--- src/rtl/conv_ctrl_pkg.sv ---
package conv_ctrl_pkg;
  localparam int DIV_W = 7;
  localparam int REG_W = 16;
  localparam int TRIG_N = 2;

  // bit positions software and the sequencer rely on
  localparam int MODE_BIT = 15;
  localparam int SWAP_BIT = 12;

  // strobes and settings handed from control to datapath
  typedef struct packed {
    logic [TRIG_N-1:0] trigRise;
    logic              trigSwap;
    logic [DIV_W-1:0]  divField;
  } ctlStrobe_t;
endpackage

--- src/rtl/conv_ctrl_regs.sv ---
module conv_ctrl_regs
  import conv_ctrl_pkg::*;
#(
  parameter int              SYNC_STAGES = 2,
  parameter logic [DIV_W-1:0] RST_DIV    = 7'd19
) (
  input  logic              clk,
  input  logic              rstN,
  input  logic              busWrEn,
  input  logic [1:0]        busByteEn,
  input  logic [REG_W-1:0]  busWData,
  output logic [REG_W-1:0]  busRData,
  input  logic [TRIG_N-1:0] extTrig,
  output ctlStrobe_t        ctl,
  output logic              modeExt
);
  localparam int LAST = SYNC_STAGES - 1;

  logic             modeQ;
  logic             swapQ;
  logic [DIV_W-1:0] divQ;
  logic             unusedWrBits;

  assign unusedWrBits = ^{busWData[14:13], busWData[11:DIV_W]};

  // lane 0 is the lower byte address and holds the upper half
  always_ff @(posedge clk) begin
    if (!rstN) begin
      modeQ <= 1'b0;
      swapQ <= 1'b0;
      divQ  <= RST_DIV;
    end else if (busWrEn) begin
      if (busByteEn[0]) begin
        modeQ <= busWData[MODE_BIT];
        swapQ <= busWData[SWAP_BIT];
      end
      if (busByteEn[1]) begin
        divQ <= busWData[DIV_W-1:0];
      end
    end
  end

  always_comb begin
    busRData            = '0;
    busRData[MODE_BIT]  = modeQ;
    busRData[SWAP_BIT]  = swapQ;
    busRData[DIV_W-1:0] = (divQ == '0) ? DIV_W'(1) : divQ;
  end

  // trigger synchronizer chain
  logic [SYNC_STAGES-1:0][TRIG_N-1:0] syncQ;
  logic [TRIG_N-1:0]                  prevQ;

  always_ff @(posedge clk) begin
    if (!rstN) syncQ[0] <= '0;
    else       syncQ[0] <= extTrig;
  end

  generate
    for (genvar s = 1; s < SYNC_STAGES; s++) begin : g_sync
      always_ff @(posedge clk) begin
        if (!rstN) syncQ[s] <= '0;
        else       syncQ[s] <= syncQ[s-1];
      end
    end
  endgenerate

  always_ff @(posedge clk) begin
    if (!rstN) prevQ <= '0;
    else       prevQ <= syncQ[LAST];
  end

  always_comb begin
    ctl.trigRise = syncQ[LAST] & ~prevQ;
    ctl.trigSwap = swapQ;
    ctl.divField = divQ;
  end

  assign modeExt = modeQ;
endmodule

--- src/rtl/conv_ctrl_dp.sv ---
module conv_ctrl_dp
  import conv_ctrl_pkg::*;
#(
  parameter logic [DIV_W-1:0] RST_DIV = 7'd19
) (
  input  logic       clk,
  input  logic       rstN,
  input  ctlStrobe_t ctl,
  output logic       convClkEn,
  output logic       convClk,
  output logic       q1Trig,
  output logic       q2Trig
);
  logic [DIV_W-1:0] cnt;
  logic [DIV_W-1:0] term;
  logic             phase;
  logic             hit;
  logic             enQ;

  assign hit = (cnt == term);

  // half period of term+1 cycles; term reloads only at a boundary
  always_ff @(posedge clk) begin
    if (!rstN) begin
      cnt   <= '0;
      term  <= RST_DIV;
      phase <= 1'b0;
      enQ   <= 1'b0;
    end else begin
      enQ <= hit & phase;
      if (hit) begin
        cnt   <= '0;
        phase <= ~phase;
        term  <= ctl.divField;
      end else begin
        cnt <= cnt + 1'b1;
      end
    end
  end

  assign convClkEn = enQ;
  assign convClk   = phase;

  always_ff @(posedge clk) begin
    if (!rstN) begin
      q1Trig <= 1'b0;
      q2Trig <= 1'b0;
    end else begin
      q1Trig <= ctl.trigSwap ? ctl.trigRise[1] : ctl.trigRise[0];
      q2Trig <= ctl.trigSwap ? ctl.trigRise[0] : ctl.trigRise[1];
    end
  end
endmodule

--- src/rtl/conv_ctrl_reg.sv ---
module conv_ctrl_reg
  import conv_ctrl_pkg::*;
#(
  parameter int              SYNC_STAGES = 2,
  parameter logic [DIV_W-1:0] RST_DIV    = 7'd19
) (
  input  logic              clk,
  input  logic              rstN,
  input  logic              busWrEn,
  input  logic [1:0]        busByteEn,
  input  logic [REG_W-1:0]  busWData,
  output logic [REG_W-1:0]  busRData,
  input  logic [TRIG_N-1:0] extTrig,
  output logic              queue1Trig,
  output logic              queue2Trig,
  output logic              convClkEn,
  output logic              convClk,
  output logic              extMuxMode,
  output logic              muxAddrOe
);
  ctlStrobe_t ctl;
  logic       modeExt;

  conv_ctrl_regs #(.SYNC_STAGES(SYNC_STAGES), .RST_DIV(RST_DIV)) regs_i (
    .clk(clk), .rstN(rstN), .busWrEn(busWrEn), .busByteEn(busByteEn),
    .busWData(busWData), .busRData(busRData), .extTrig(extTrig),
    .ctl(ctl), .modeExt(modeExt)
  );

  conv_ctrl_dp #(.RST_DIV(RST_DIV)) dp_i (
    .clk(clk), .rstN(rstN), .ctl(ctl), .convClkEn(convClkEn),
    .convClk(convClk), .q1Trig(queue1Trig), .q2Trig(queue2Trig)
  );

  assign extMuxMode = modeExt;
  assign muxAddrOe  = modeExt;
endmodule

--- config.mk ---
export PLATFORM = sky130hd
export DESIGN_NAME = conv_ctrl_reg
export DESIGN_NICKNAME = d
export VERILOG_FILES = /design/src/rtl/conv_ctrl_pkg.sv /design/src/rtl/conv_ctrl_regs.sv /design/src/rtl/conv_ctrl_dp.sv /design/src/rtl/conv_ctrl_reg.sv
export SDC_FILE = /design/constraint.sdc
export NUM_CORES = 1
export LEC_CHECK = 0
export ABC_AREA = 1
export BUFFER_PORTS_ARGS = -buffer_cell sky130_fd_sc_hd__buf_2
export CORE_UTILIZATION = 40
export DETAILED_ROUTE_END_ITERATION = 7
export SLEW_MARGIN = 10
export SYNTH_ARGS = -nofsm -noshare
export SYNTH_HDL_FRONTEND = slang
export SYNTH_SLANG_ARGS = --single-unit
--- constraint.sdc ---
create_clock -name clk -period 1.3 [get_ports clk]
set_input_delay 0.065 -clock clk [delete_from_list [all_inputs] [get_ports clk]]
set_output_delay 0.065 -clock clk [all_outputs]
set_load 0.02 [all_outputs]
Yosys cells after proc, flatten, opt, wreduce, memory -nomap -nowiden:

Index checks and enable logic that the tools add are counted.

* flip-flop bits (word level): 33
* input bits: 23
* output and inout bits: 22
* logic and storage cells: 26

* add/subtract/negate cells: 1
* equality and inequality tests: 1
* mux-type cells: 3
* bitwise logic cells: 5
* reductions and logical operators: 4

Operator list (number)
* 7-bit by 1-bit adder with 7-bit output (second input constant): 1
* 7-bit equality test: 1
* 7-bit logical NOT: 1
* 7-bit two-way mux: 1
* 2-bit AND reduction: 2
* 2-bit bitwise AND: 1
* 1-bit two-way mux: 2
* 1-bit NOT: 2
* 2-bit NOT: 1
* 2-bit OR reduction: 1
* 1-bit bitwise AND: 1

Longest topological paths before layout:

* depth in word-level cells: 3
* depth in mapped cells: 9
* gate-level depth less buffers: 9

Hierarchy:

From an unflattened synthesis, not the netlist that was laid out.

* cells, all modules: 221
* area total of the unflattened synthesis: 1592.8 µm²

Modules (own cells, without submodules)
* conv_ctrl_dp: times used 1, cells an instance 123, area an instance 919.6 µm², sequential area each 360.3 µm²
* conv_ctrl_regs: times used 1, cells an instance 97, area an instance 665.6 µm², sequential area each 300.3 µm²
* conv_ctrl_reg: times used 1, cells an instance 1, area an instance 7.5 µm², sequential area each 0.0 µm²

Worst setup path after synthesis:

OpenSTA, ideal clock, no wires.

* path kind: flip-flop to flip-flop
* start point: register dp_i.cnt[0]
* end point: register dp_i.cnt[6]
* library setup time: 0.117 ns
* data arrival time: 1.038 ns
* data required time: 1.183 ns
* path slack: 0.145 ns
* cell stages (with the launch flop): 6
* path buffers: 0
* clock period less this slack: 1.155 ns
* cell sequence: dfxtp_1 -> ha_1 -> nand3_1 -> nor3_1 -> xnor2_1 -> nor2_2

* longest elaborated chain between the ends: 2

Ends and longest elaborated chain
* from (decl): line conv_ctrl_dp.sv:14 `logic [DIV_W-1:0] cnt;`
* from (signal assigned): line conv_ctrl_dp.sv:36 `cnt <= cnt + 1'b1;`
* parallel branches: the longest is 2 deep, another holds 7-bit by 1-bit adder with 7-bit output

Parallel ways; which one is timed is not known.
A chain may end at the register's enable or synchronous reset.

Worst setup path in the final report:

* start point: register dp_i.cnt[3]
* end point: register dp_i.cnt[2]

* longest elaborated chain between the ends: 2

Ends and longest elaborated chain
* 7-bit equality test: line conv_ctrl_dp.sv:20 `assign hit = (cnt == term);`
* 2-bit OR reduction (no line)

No other way between the ends.

==> impl_results.md <==
- Layout fillers: 384
- Critical Path Source Type: flip-flop
- Number of port buffers: 30
- Reg-to-reg setup timing slack: 0.08 ns
- Cell Rows: 22
- # diodes: 0
- DP Worst Slack: 0.0494 ns
- WS Path Type: flip-flop to flip-flop
- Setup crit end kind: flip-flop
- Outcome: complete, no violations
- Max FO, Critical Path: 7
- Post-synthesis simple-gate area fraction: 30.1%
- Clock-pin slew on the worst setup and hold paths: 0.07 ns
- Critical R2R Capture: dp_i.cnt[2]
- Total negative slack: 0 ns
- PD cells: 1220 nW/um^2
- CTS root buffer: clkbuf_8
- Post-synth EDFFs: 0
- Die X: 63.6 um
- WHS Endpoint: regs_i.modeExt
- Final WS setup: 0.0788 ns
- Largest net degree at the start of global routing: 20
- Final-report max-slew violation count: 0
- Skew-Pair Late Insertion Delay: 0.29 ns
- Max Fclk: 0.819 GHz
- Vias in the first global route: 1053
- Multiplexer area fraction after synthesis: 0%
- CP cell instances: inv_1 > nand2_1 > nand2_1 > inv_1 > nand2_2 > nor2_8 > nand2_4 > nand2_8 > nor2_2
- Global route total overflow: 0
- Hold Crit Depth: 3
- Post-Synth XOR/XNOR Area: 5.19%
- Worst Path Arrival: 1.40 ns
- Final hold vios: 0
- Final WL: 2.76 mm
- Final ANT Viol Nets: 0
- Core box area: 3660 um^2
- R2r worst-path depth: 9
- GRT met1 Usage: 17.3%
- Ys async rst share: 0%
- Area of the die: 4040 um^2
- Slowest Stage Delay on Critical Path: 0.36 ns
- Synth cell types: 23
- Final worst path period need: 1.22 ns
- Synth area leader: dfxtp_1
- Yosys reg bits: 33
- Final Wtd Congestion: 0.747
- Mean area per synthesized cell: 7.59 um^2
- Via count: 1233
- Compound-Gate Fraction of Synth Area: 4.95%
- Worst reg2reg path startpoint: dp_i.cnt[3]
- Total GRT Usage: 14.5%
- First-pass GRT wire length: 4.44 mm
- Tot Pwr: 2.28 mW
- First-pass DRT Iterations: 5
- Initial DRC Count: 70
- Worst-case clock buffer depth: 2
- # DRC: 0
- Synth warn: 0
- RSZ-0062 raised after global routing: false
- Final Cycle Share: 93.9%
- DR WL/cell: 9.76 um
- Initial Util: 41.5%
- Slowest cell on crit path: dfxtp_2
- Post-Synth Adder-Cell Area: 0.824%
- H-tree depth: 2
- Max-Cap Viols: 0
- Leakage: 0.924 nW
- I/O pin count: 45
- CTS tree: built
- Layout Area Growth over Synthesis: 22.8%
- Share of cells above drive strength 1: 29.4%
- DP Wirelength: 1.85 mm
- Setup Skew: 0.00886 ns
- Largest family of logic cells by synthesized area: simple AND/OR/NAND/NOR gates
- Top post-synthesis cells by area: dfxtp_1, nand2_1, nand3_1
- Initial antenna violation count: 0
- Max VDD drop: 689 uV
- Inserted Clock Buffers: 5
- Busiest metal layer after global routing: met2
- HP Start: busWData[15]
- DR vias/cell: 4.36
- Post-Syn Area: 1520 um^2
- Clock Sinks: 33
- Endpoints failing setup: 0
- Sequential area share after synthesis: 43.5%
- # nets final: 258
- Ys flop type: dfxtp_1
- Die height: 63.6 um
- Worst hold path class: primary input to flip-flop
- Share of Yosys cell area claimed by the top area cell type: 43.5%
- Met2 Resource Use GR: 22.5%
- Cells after Synth: 200
- Met3 Resource Use GR: 6.52%
- Worst Path Required: 1.48 ns
==> timing repair <==
item / in CTS / in global routing
setup endpoints to repair: 0 / 16
gates resized for setup: 0 / 11
hold endpoints to repair: 5 / 0
buffers inserted: 0 / 1
hold buffers: 5 / 0
==> Yosys cell counts (2+ instances only) <==
cell and instances:
xor2_1 4, nor2_4 2, dfxtp_1 33, a21oi_1 8, inv_1 29, nand2_1 40, o21ai_0 5, buf_4 10
nor2_1 15, nor3_1 2, nor2_2 7, xnor2_1 5, clkbuf_1 8, nand3_1 22, nand2_2 2
==> state kept, by name, summed over array words and instances, names as in the netlist <==
register / cells
dp_i.q2Trig: 1
regs_i.divQ: 7
regs_i.modeExt: 1
regs_i.syncQ: 4
dp_i.convClk: 1
regs_i.swapQ: 1
dp_i.convClkEn: 1
dp_i.term: 7
dp_i.cnt: 7
dp_i.q1Trig: 1
regs_i.prevQ: 2
==> cells in the final DEF, fill, tap and decap left out, types with 3 or more instances in the layout <==
cell type / count
conb_1: 7
inv_1: 28
o21ai_0: 5
nor2_4: 3
nand2_2: 4
clkbuf_8: 5
nand2_1: 38
nor2_1: 15
nor2_2: 8
a21oi_1: 8
nand3_1: 21
dfxtp_1: 27
xnor2_1: 5
dlygate4sd3_1: 5
xor2_1: 4
dfxtp_2: 6
buf_2: 30
buf_4: 4
==> worst max path at each step <==
| stage | start | end | slack, ns | cells after the start |
|---|---|---|---|---|
| after floorplan | dp_i.cnt[0] | dp_i.cnt[6] | 0.15 | 5 |
| after global placement | dp_i.cnt[0] | dp_i.cnt[6] | 0.06 | 5 |
| after detailed placement | dp_i.cnt[5] | dp_i.cnt[4] | 0.05 | 8 |
| after CTS | dp_i.cnt[0] | dp_i.cnt[6] | 0.04 | 5 |
| after global routing | dp_i.term[1] | dp_i.term[4] | 0.006 | 9 |
| final | dp_i.cnt[3] | dp_i.cnt[2] | 0.08 | 9 |
==> final cells by class <==
cell class	count	area, um^2	area share (%)
tap	48	60.1	3.22
multi-input combinational	126	682	36.6
timing repair buffer	39	230	12.3
clock inverter	3	46.3	2.48
inverter	29	109	5.84
clock buffer	5	68.8	3.69
sequential	33	668	35.8
==> metal layers <==
metal,vias up,routed length [um]
li1,662,-
met1,539,1320
met2,30,1280
met3,2,139
met4,0,21
met5,-,0
==> logic make-up after synthesis <==
kind of cell,Yosys count
and+or+nand+nor,93
other,1
xor gates and xnor gates,9
AOI/OAI and AO/OA,14
adders and majority gates,1
DFF,33
buffers and inverters,49
==> critical path, delay by kind of cell, from the launching register on <==
family / cells / cell delay [ns]
buf+inv: 2 / 0.12
flops: 1 / 0.36
simple gates: 7 / 0.63
==> where the power goes <==
group | total [mW] | internal, mW | switching, mW
combinational | 0.235 | 0.0884 | 0.146
sequential | 1.08 | 1.05 | 0.0290
clock | 0.971 | 0.573 | 0.397
==> stage by stage <==
step | cell area [um^2] | cells | util (%) | hold WS [ns]
6_report | 1860 | 283 | 50.9 | 0.0393
5_1_grt | 1860 | 283 | 50.9 | 0.0415
4_1_cts | 1820 | 280 | 49.6 | 0.0287
3_5_place_dp | 1650 | 267 | 45.1 | 0.251
3_3_place_gp | 1650 | 267 | 45.1 | 0.244
2_1_floorplan | 1540 | 206 | - | 0.163
Note: power is estimated with default switching activity, not from simulation.
